===== src/rtl/mcs_pkg.sv =====
package mcs_pkg;

  // Instruction cycle classes reported by the decoder.
  typedef enum logic [1:0] {
    CLS_ONE  = 2'b00,
    CLS_TWO  = 2'b01,
    CLS_XDM  = 2'b10,
    CLS_FOUR = 2'b11
  } insn_cls_e;

  // Longest instruction, in machine cycles, and width of its index.
  localparam int unsigned MAX_MCYC = 4;
  localparam int unsigned CIW      = $clog2(MAX_MCYC);

  // Architectural reset values presented to the core.
  localparam logic [15:0] RV_PC   = 16'h0000;
  localparam logic [7:0]  RV_ACC  = 8'h00;
  localparam logic [7:0]  RV_B    = 8'h00;
  localparam logic [7:0]  RV_PSW  = 8'h00;
  localparam logic [7:0]  RV_SP   = 8'h07;
  localparam logic [15:0] RV_DPTR = 16'h0000;

  // Index of the final machine cycle of an instruction of class c.
  function automatic logic [CIW-1:0] cls_last_idx(input insn_cls_e c);
    unique case (c)
      CLS_ONE:  cls_last_idx = CIW'(0);
      CLS_TWO:  cls_last_idx = CIW'(1);
      CLS_XDM:  cls_last_idx = CIW'(1);
      default:  cls_last_idx = CIW'(MAX_MCYC - 1);
    endcase
  endfunction

endpackage


===== src/rtl/mcs_phase.sv =====
module mcs_phase #(
  parameter int unsigned DIV = 12,
  localparam int unsigned PW = $clog2(DIV)
) (
  input  logic          clk,
  input  logic          arst_n,
  output logic [PW-1:0] phase,
  output logic          mc_end
);

  logic [PW-1:0] phase_d;

  assign mc_end = (phase == PW'(DIV - 1));

  always_comb begin
    if (mc_end) phase_d = '0;
    else        phase_d = phase + 1'b1;
  end

  always_ff @(posedge clk or negedge arst_n) begin
    if (!arst_n) phase <= '0;
    else         phase <= phase_d;
  end

endmodule


===== src/rtl/mcs_rst_qual.sv =====
module mcs_rst_qual #(
  parameter int unsigned DIV         = 12,
  parameter int unsigned RST_MCYC    = 2,
  parameter int unsigned SYNC_STAGES = 2,
  localparam int unsigned LIMIT      = DIV * RST_MCYC,
  localparam int unsigned CW         = $clog2(LIMIT + 1)
) (
  input  logic clk,
  input  logic arst_n,
  input  logic rst_pin,
  input  logic mc_end,
  output logic core_rst
);

  logic [SYNC_STAGES-1:0] sync_q, sync_d;
  logic                   pin_s;
  logic [CW-1:0]          hi_cnt, hi_cnt_d;
  logic                   core_rst_d;
  logic                   qualify;

  // Synchronizer chain, shaped by the stage count.
  if (SYNC_STAGES == 1) begin : g_sync_one
    assign sync_d = rst_pin;
  end else begin : g_sync_chain
    assign sync_d = {sync_q[SYNC_STAGES-2:0], rst_pin};
  end

  assign pin_s = sync_q[SYNC_STAGES-1];

  // Run length of the synchronized pin, saturating at the threshold.
  assign qualify = pin_s && (hi_cnt == CW'(LIMIT - 1));

  always_comb begin
    if (!pin_s)       hi_cnt_d = '0;
    else if (qualify) hi_cnt_d = hi_cnt;
    else              hi_cnt_d = hi_cnt + 1'b1;
  end

  // Set after a qualified run; clear only on a machine-cycle boundary.
  always_comb begin
    core_rst_d = core_rst;
    if (qualify)                          core_rst_d = 1'b1;
    else if (core_rst && !pin_s && mc_end) core_rst_d = 1'b0;
  end

  always_ff @(posedge clk or negedge arst_n) begin
    if (!arst_n) begin
      sync_q   <= '0;
      hi_cnt   <= '0;
      core_rst <= 1'b1;
    end else begin
      sync_q   <= sync_d;
      hi_cnt   <= hi_cnt_d;
      core_rst <= core_rst_d;
    end
  end

endmodule


===== src/rtl/mcs_insn_seq.sv =====
module mcs_insn_seq
  import mcs_pkg::*;
#(
  parameter int unsigned PW = 4,
  parameter int unsigned FA = 1,
  parameter int unsigned FB = 7
) (
  input  logic          clk,
  input  logic          arst_n,
  input  logic [PW-1:0] phase,
  input  logic          mc_end,
  input  logic          core_rst,
  input  logic [1:0]    insn_class,
  output logic          fetch_a,
  output logic          fetch_b,
  output logic          insn_done
);

  logic [CIW-1:0] cyc_idx, cyc_idx_d;
  insn_cls_e      cls_q, cls_d;
  insn_cls_e      eff_cls;
  logic           at_last;
  logic           suppress;
  logic           first_cyc;

  assign first_cyc = (cyc_idx == '0);

  // The decoder's class is live during the first cycle, held afterwards.
  assign eff_cls  = first_cyc ? insn_cls_e'(insn_class) : cls_q;
  assign at_last  = (cyc_idx == cls_last_idx(eff_cls));
  assign suppress = (cls_q == CLS_XDM) && (cyc_idx == CIW'(1));

  assign fetch_a   = !core_rst && !suppress && (phase == PW'(FA));
  assign fetch_b   = !core_rst && !suppress && (phase == PW'(FB));
  assign insn_done = !core_rst && mc_end && at_last;

  always_comb begin
    cyc_idx_d = cyc_idx;
    cls_d     = cls_q;
    if (core_rst) begin
      cyc_idx_d = '0;
      cls_d     = CLS_ONE;
    end else if (mc_end) begin
      if (first_cyc) cls_d = insn_cls_e'(insn_class);
      if (at_last)   cyc_idx_d = '0;
      else           cyc_idx_d = cyc_idx + 1'b1;
    end
  end

  always_ff @(posedge clk or negedge arst_n) begin
    if (!arst_n) begin
      cyc_idx <= '0;
      cls_q   <= CLS_ONE;
    end else begin
      cyc_idx <= cyc_idx_d;
      cls_q   <= cls_d;
    end
  end

endmodule


===== src/rtl/mcycle_sequencer.sv =====
module mcycle_sequencer
  import mcs_pkg::*;
#(
  parameter int unsigned DIV         = 12,
  parameter int unsigned FA          = 1,
  parameter int unsigned FB          = 7,
  parameter int unsigned RST_MCYC    = 2,
  parameter int unsigned SYNC_STAGES = 2,
  localparam int unsigned PW         = $clog2(DIV)
) (
  input  logic        clk,
  input  logic        arst_n,
  input  logic        rst_pin,
  input  logic [1:0]  insn_class,
  output logic        mc_en,
  output logic        fetch_a,
  output logic        fetch_b,
  output logic        insn_done,
  output logic        core_rst,
  output logic [15:0] rv_pc,
  output logic [7:0]  rv_acc,
  output logic [7:0]  rv_b,
  output logic [7:0]  rv_psw,
  output logic [7:0]  rv_sp,
  output logic [15:0] rv_dptr
);

  logic [PW-1:0] phase;
  logic          mc_end;

  mcs_phase #(.DIV(DIV)) u_phase (
    .clk    (clk),
    .arst_n (arst_n),
    .phase  (phase),
    .mc_end (mc_end)
  );

  mcs_rst_qual #(
    .DIV         (DIV),
    .RST_MCYC    (RST_MCYC),
    .SYNC_STAGES (SYNC_STAGES)
  ) u_rst_qual (
    .clk      (clk),
    .arst_n   (arst_n),
    .rst_pin  (rst_pin),
    .mc_end   (mc_end),
    .core_rst (core_rst)
  );

  mcs_insn_seq #(.PW(PW), .FA(FA), .FB(FB)) u_insn_seq (
    .clk        (clk),
    .arst_n     (arst_n),
    .phase      (phase),
    .mc_end     (mc_end),
    .core_rst   (core_rst),
    .insn_class (insn_class),
    .fetch_a    (fetch_a),
    .fetch_b    (fetch_b),
    .insn_done  (insn_done)
  );

  assign mc_en   = mc_end;
  assign rv_pc   = RV_PC;
  assign rv_acc  = RV_ACC;
  assign rv_b    = RV_B;
  assign rv_psw  = RV_PSW;
  assign rv_sp   = RV_SP;
  assign rv_dptr = RV_DPTR;

endmodule


===== config.mk =====
export PLATFORM = sky130hd
export DESIGN_NAME = mcycle_sequencer
export DESIGN_NICKNAME = d
export VERILOG_FILES = /design/src/rtl/mcs_pkg.sv /design/src/rtl/mcs_phase.sv /design/src/rtl/mcs_rst_qual.sv /design/src/rtl/mcs_insn_seq.sv /design/src/rtl/mcycle_sequencer.sv
export SDC_FILE = /design/constraint.sdc
export NUM_CORES = 1
export LEC_CHECK = 0
export ABC_AREA = 1
export BUFFER_PORTS_ARGS = -buffer_cell sky130_fd_sc_hd__buf_2
export CAP_MARGIN = 10
export CORE_MARGIN = 2
export CORE_UTILIZATION = 45
export DETAILED_ROUTE_END_ITERATION = 10
export PLACE_DENSITY = 0.8
export SETUP_SLACK_MARGIN = 0.02
export SLEW_MARGIN = 20
export SYNTH_ARGS = -nofsm -noshare
export SYNTH_HDL_FRONTEND = slang
export SYNTH_HIERARCHICAL = 1
export SYNTH_SLANG_ARGS = --single-unit

===== constraint.sdc =====
create_clock -name clk -period 1.8 [get_ports clk]
set_clock_uncertainty 0.05 [all_clocks]
set_input_delay 0 -clock clk [delete_from_list [all_inputs] [get_ports clk]]
set_output_delay 0 -clock clk [all_outputs]
set_load 0.02 [all_outputs]

== Yosys cells after proc, flatten, opt, wreduce, memory -nomap -nowiden ==
Index checks and enable logic that the tools add are counted.
W data, S select, Z words.

* $mul: 0
* Reductions and logical operators: 17
* Shift operators: 0
* $lt $le $gt $ge: 0
* Mux-type cells: 12
* Add/sub/neg operators: 3
* Bitwise operators: 0
* Div/mod/pow operators: 0
* Equal/unequal tests: 10

{| class="wikitable"
|+ Operator list
! operator !! number
|-
| $mux W2 || 6
|-
| $mux W5 || 2
|-
| $logic_and A1 B1 Y1 || 9
|-
| $add A5 B1 Y5 const B || 1
|-
| $eq A5 B5 Y1 const B || 1
|-
| $add A4 B1 Y4 const B || 1
|-
| $eq A2 B1 Y1 const B || 2
|-
| $eq A2 B2 Y1 const B || 2
|-
| $eq A4 B1 Y1 const B || 1
|-
| $eq A4 B3 Y1 const B || 1
|-
| $eq A4 B4 Y1 const B || 1
|-
| $logic_not A2 Y1 || 2
|-
| $mux W4 || 1
|-
| $pmux W2 S2 || 1
|-
| $reduce_bool A2 Y1 || 2
|-
| $logic_not A1 Y1 || 3
|-
| $add A2 B1 Y2 const B || 1
|-
| $eq A2 B2 Y1 || 1
|-
| $mux W1 || 2
|-
| $ne A2 B2 Y1 const B || 1
|-
| $reduce_or A2 Y1 || 1
|}

* Latch bits: 0
* Memories kept: 0
* ROM bits: 0
* Flip-flop bits (word level): 16
* Output and inout bits: 69
* RAM bits: 0
* Bits of input ports: 5

== Logic depth before layout (Yosys ltp) ==
* Depth after elaboration: 9
* Mapped depth: 12
* Mapped depth without buffers: 12

== Cells and area by module ==
Netlist, hierarchy kept.

{| class="wikitable"
|+ By module, submodules not included
! module !! cells an instance !! times used !! area each (µm²)
|-
| mcycle_sequencer || 66 || 1 || 488.0
|-
| mcs_rst_qual || 45 || 1 || 371.6
|-
| mcs_insn_seq || 57 || 1 || 339.1
|-
| mcs_phase || 16 || 1 || 168.9
|}

== Worst setup path before layout ==
Ideal clock, no wire load.

* Path kind: flip-flop to output port
* Start point: reg u_phase.phase[0]
* End point: out insn_done
* Data required time: 1.750 ns
* Path slack: 0.284 ns
* Arrival: 1.466 ns
* Path buffers: 0
* Stages on the path, launching flop included: 6
* Cells stage by stage: dfrtp_1 > ha_1 > nand2_2 > nor2_2 > nand2_1 > nor2_1

* Cells in the longest elaborated chain, start to end: 3

{| class="wikitable"
|+ RTL lines
! what !! RTL line !! RTL
|-
| start: declaration || mcs_phase.sv:7 || <nowiki>output logic [PW-1:0] phase,</nowiki>
|-
| start signal: assignment || mcs_phase.sv:22 || <nowiki>else phase <= phase_d;</nowiki>
|-
| $eq A4 B4 Y1 || mcs_phase.sv:13 || <nowiki>assign mc_end = (phase == PW'(DIV - 1));</nowiki>
|-
| named net mc_en || mcycle_sequencer.sv:15 || <nowiki>output logic mc_en,</nowiki>
|-
| $logic_and A1 B1 Y1 (2 in a row) || mcs_insn_seq.sv:35 || <nowiki>assign insn_done = !core_rst && mc_end && at_last;</nowiki>
|-
| end: declaration || mcycle_sequencer.sv:18 || <nowiki>output logic insn_done,</nowiki>
|}

The timed path passes the listed nets, and every way through them passes these cells.

== Final worst setup path ==
* Start point: reg u_phase.phase[0]
* End point: out insn_done

* Cells in the longest elaborated chain, start to end: 3

{| class="wikitable"
|+ RTL lines
! what !! RTL line
|-
| $eq A4 B4 Y1 || mcs_phase.sv:13
|-
| $logic_and A1 B1 Y1 (2 in a row) || mcs_insn_seq.sv:35
|}

No other way between the ends.

==> summary.md <==
| Metric | Value |
|---|---|
| Final Hold Fails | 0 |
| Multi-input logic area | 656 um2 |
| Die Ht | 59.1 um |
| Crit-path cells | ha_1, nand2_2, nor2_2, nand2_1, nor2_2, buf_6 |
| Aggregate global routing overflow | 0 |
| R2R Setup Slk | 0.36 ns |
| Final Instance Area | 1280 um2 |
| CP max-delay cell | dfrtp_2 |
| Sw frac | 0.389 |
| CP Capture Type | output pin |
| Post-Syn Instances | 184 |
| M1 GR Usage | 0.122 |
| Syn avg cell area | 7.43 um2 |
| Layout cells sized above 1 | 0.158 |
| Diodes inserted | 0 |
| Logic pwr share | 0.329 |
| Sequential area share after synthesis | 0.294 |
| Routed Antenna Nets | 0 |
| Tmin final | 1.70 ns |
| Vias | 890 |
| Setup-failing EPs final | 0 |
| Vias per cell | 3.89 |
| GRT Overall Usage | 0.105 |
| Gr busiest metal | met2 |
| Power Total | 0.956 mW |
| CTS Buf Count | 3 |
| Initial DRC Count | 20 |
| Vias in the first global route | 740 |
| Sw power | 0.372 mW |
| Hpwl dp | 1430 um |
| Port bufs | 9 |
| CP max FO | 6 |
| RSZ-0062 raised after global routing | yes |
| First-pass GRT wire length | 2860 um |
| Total clock sinks | 16 |
| RD Place Congestion | 0.788 |
| Synthesized flop and latch total | 16 |
| Crit start category | flip-flop |
| Boundary pin count | 74 |
| Max VDD drop | 0.446 mV |
| Period utilisation layout | 0.943 |
| Reg area | 403 um2 |
| MaxCap Viol Count | 0 |
| Sequential power share | 0.427 |
| Commonest non-fill, non-tap cell in the layout | conb_1 |
| Most frequent CP cell | nor2_2 |
| Required @ worst endpoint | 1.75 ns |
| Core area | 2980 um2 |
| Post-Route WL | 1790 um |
| WL per Instance | 7.80 um |
| Placed cell area | 1200 um2 |
| Die width | 59.1 um |
| DRC | 0 |
| Min-Delay Path Depth | 5 |
| Post-CTS setup buffers | 0 |
| Commonest non-fill, non-tap cells in the layout | conb_1 (64), nand2_1 (35), inv_1 (15) |
| Internal power | 0.584 mW |
| FILL cells | 320 |
| Crit path DAT | 1.65 ns |
| Largest net degree at the start of global routing | 17 |
| H-Tree Depth | 1 |
| Initial Util | 0.459 |
| Static Leakage | 0.753 nW |
| Initial antenna violation count | 0 |
| Clk buf depth | 2 |
| CTS clock-pin slew for the worst setup and hold paths | 0.10 ns |
| Rows | 20 |
| Yosys cell types | 18 |
| Post-Syn Area | 1370 um2 |
| Outcome | complete, no violations |
| DIE AREA | 3500 um2 |
| Root buf cell | clkbuf_4 |
| Pwr per Cell Area | 745 nW/um2 |
| CTS tree | yes |
| YS warnings | 6 |
| Type of the worst setup path | reg -> out |
| Met3 GRT Util | 0.0153 |
| Max Slew Vio Count | 0 |
| Worst r2r path cells | 7 |
| Clock power share | 0.244 |
| CP max stage delay | 0.43 ns |
| Layout net count | 206 |
| Initial DRT Pass Iterations | 4 |
| Min-delay worst type | in -> reg |
| Met2 Usage GRT | 0.194 |
| Area grow syn2layout | -6.22% |
| Clk_lat worst skew | 0.28 ns |
| Fmax | 589 MHz |
## routing by layer
layer | up-vias | wire (um) | share of wire
met3 | 2 | 126 | 0.071
met4 | 0 | 14 | 0.0078
met2 | 45 | 846 | 0.47
met5 | - | 0 | 0
met1 | 384 | 799 | 0.45
li1 | 459 | - | -
## synthesized netlist by cell type
master | n | share of area
a21oi_1 | 1 | 0.0037
conb_1 | 2 | 0.0055
nand3_1 | 13 | 0.048
nor3_1 | 2 | 0.0073
o21ai_0 | 3 | 0.011
inv_1 | 17 | 0.047
nand2_2 | 3 | 0.014
dfstp_2 | 1 | 0.019
ha_1 | 4 | 0.037
nand4_1 | 2 | 0.0091
o22ai_1 | 2 | 0.0091
nor2_2 | 3 | 0.014
dfrtp_1 | 15 | 0.27
nor2_4 | 1 | 0.0082
nand2_1 | 36 | 0.099
buf_4 | 65 | 0.36
nor2_1 | 11 | 0.030
inv_2 | 3 | 0.0082
## flip-flops by register name, indices dropped and copies added (netlist names)
| signal | flops |
|---|---|
| u_rst_qual/sync_q | 2 |
| u_phase/phase | 4 |
| u_insn_seq/cyc_idx | 2 |
| u_insn_seq/cls_q | 2 |
| u_rst_qual/core_rst | 1 |
| u_rst_qual/hi_cnt | 5 |
## power groups by stage
stage / logic, mW / clock network, mW / registers, mW
2_1_floorplan: 0.362 / 0 / 0.407
3_3_place_gp: 0.286 / 0 / 0.413
3_5_place_dp: 0.290 / 0 / 0.413
4_1_cts: 0.298 / 0.240 / 0.406
5_1_grt: 0.356 / 0.257 / 0.414
6_report: 0.315 / 0.233 / 0.408
## area by class of cell
type / instances / area share
clock buffer: 4 / 0.0283
inverter: 20 / 0.0585
multi-input combinational: 145 / 0.511
sequential: 16 / 0.314
tap: 33 / 0.0322
timing repair buffer: 11 / 0.0556
## final timing paths
kind	startpoint	endpoint
min reg2reg	u_rst_qual/sync_q[0]$_DFF_PN0_	u_rst_qual/sync_q[1]$_DFF_PN0_
min in group asynchronous	arst_n	u_rst_qual/sync_q[0]$_DFF_PN0_
max	u_phase/phase[0]$_DFF_PN0_	insn_done
min	insn_class[0]	u_insn_seq/cls_q[0]$_DFFE_PN0P_
max in group asynchronous	arst_n	u_rst_qual/core_rst$_DFFE_PN1P_
max reg2reg	u_phase/phase[0]$_DFF_PN0_	u_insn_seq/cyc_idx[1]$_DFFE_PN0P_
## through the flow
stage	std cells	hold slack [ns]	setup TNS, ns	setup WS (ns)	util
after floorplan	246	-0.346	0	0.284	-
after global placement	223	-0.122	0	0.339	0.403
after detailed placement	223	-0.121	0	0.310	0.403
after CTS	229	0.0658	0	0.0324	0.423
after global routing	229	0.0859	-0.0536	-0.0536	0.431
final	229	0.0538	0	0.102	0.431
## timing repair
action                                  CTS  global route
endpoints found under the setup margin    1             1
cloned                                    0             0
hold endpoints to repair                 17             0
pin swaps                                 0             1
hold buffers                              2             0
resized for setup                         2             8
## critical path, delay by kind of cell, from the launching register on
| family | cells | cell delay (ns) |
|---|---|---|
| DFF | 1 | 0.43 |
| and+or+nand+nor | 4 | 0.60 |
| buffers and inverters | 1 | 0.12 |
| adders and majority gates | 1 | 0.21 |
## cell families after synthesis
logic type / synth area share
buf+inv: 0.412
simple gates: 0.229
flops: 0.294
other cells: 0.00549
compound gates: 0.0238
fa+ha+maj: 0.0366
Note: power is estimated with default switching activity, not from simulation.
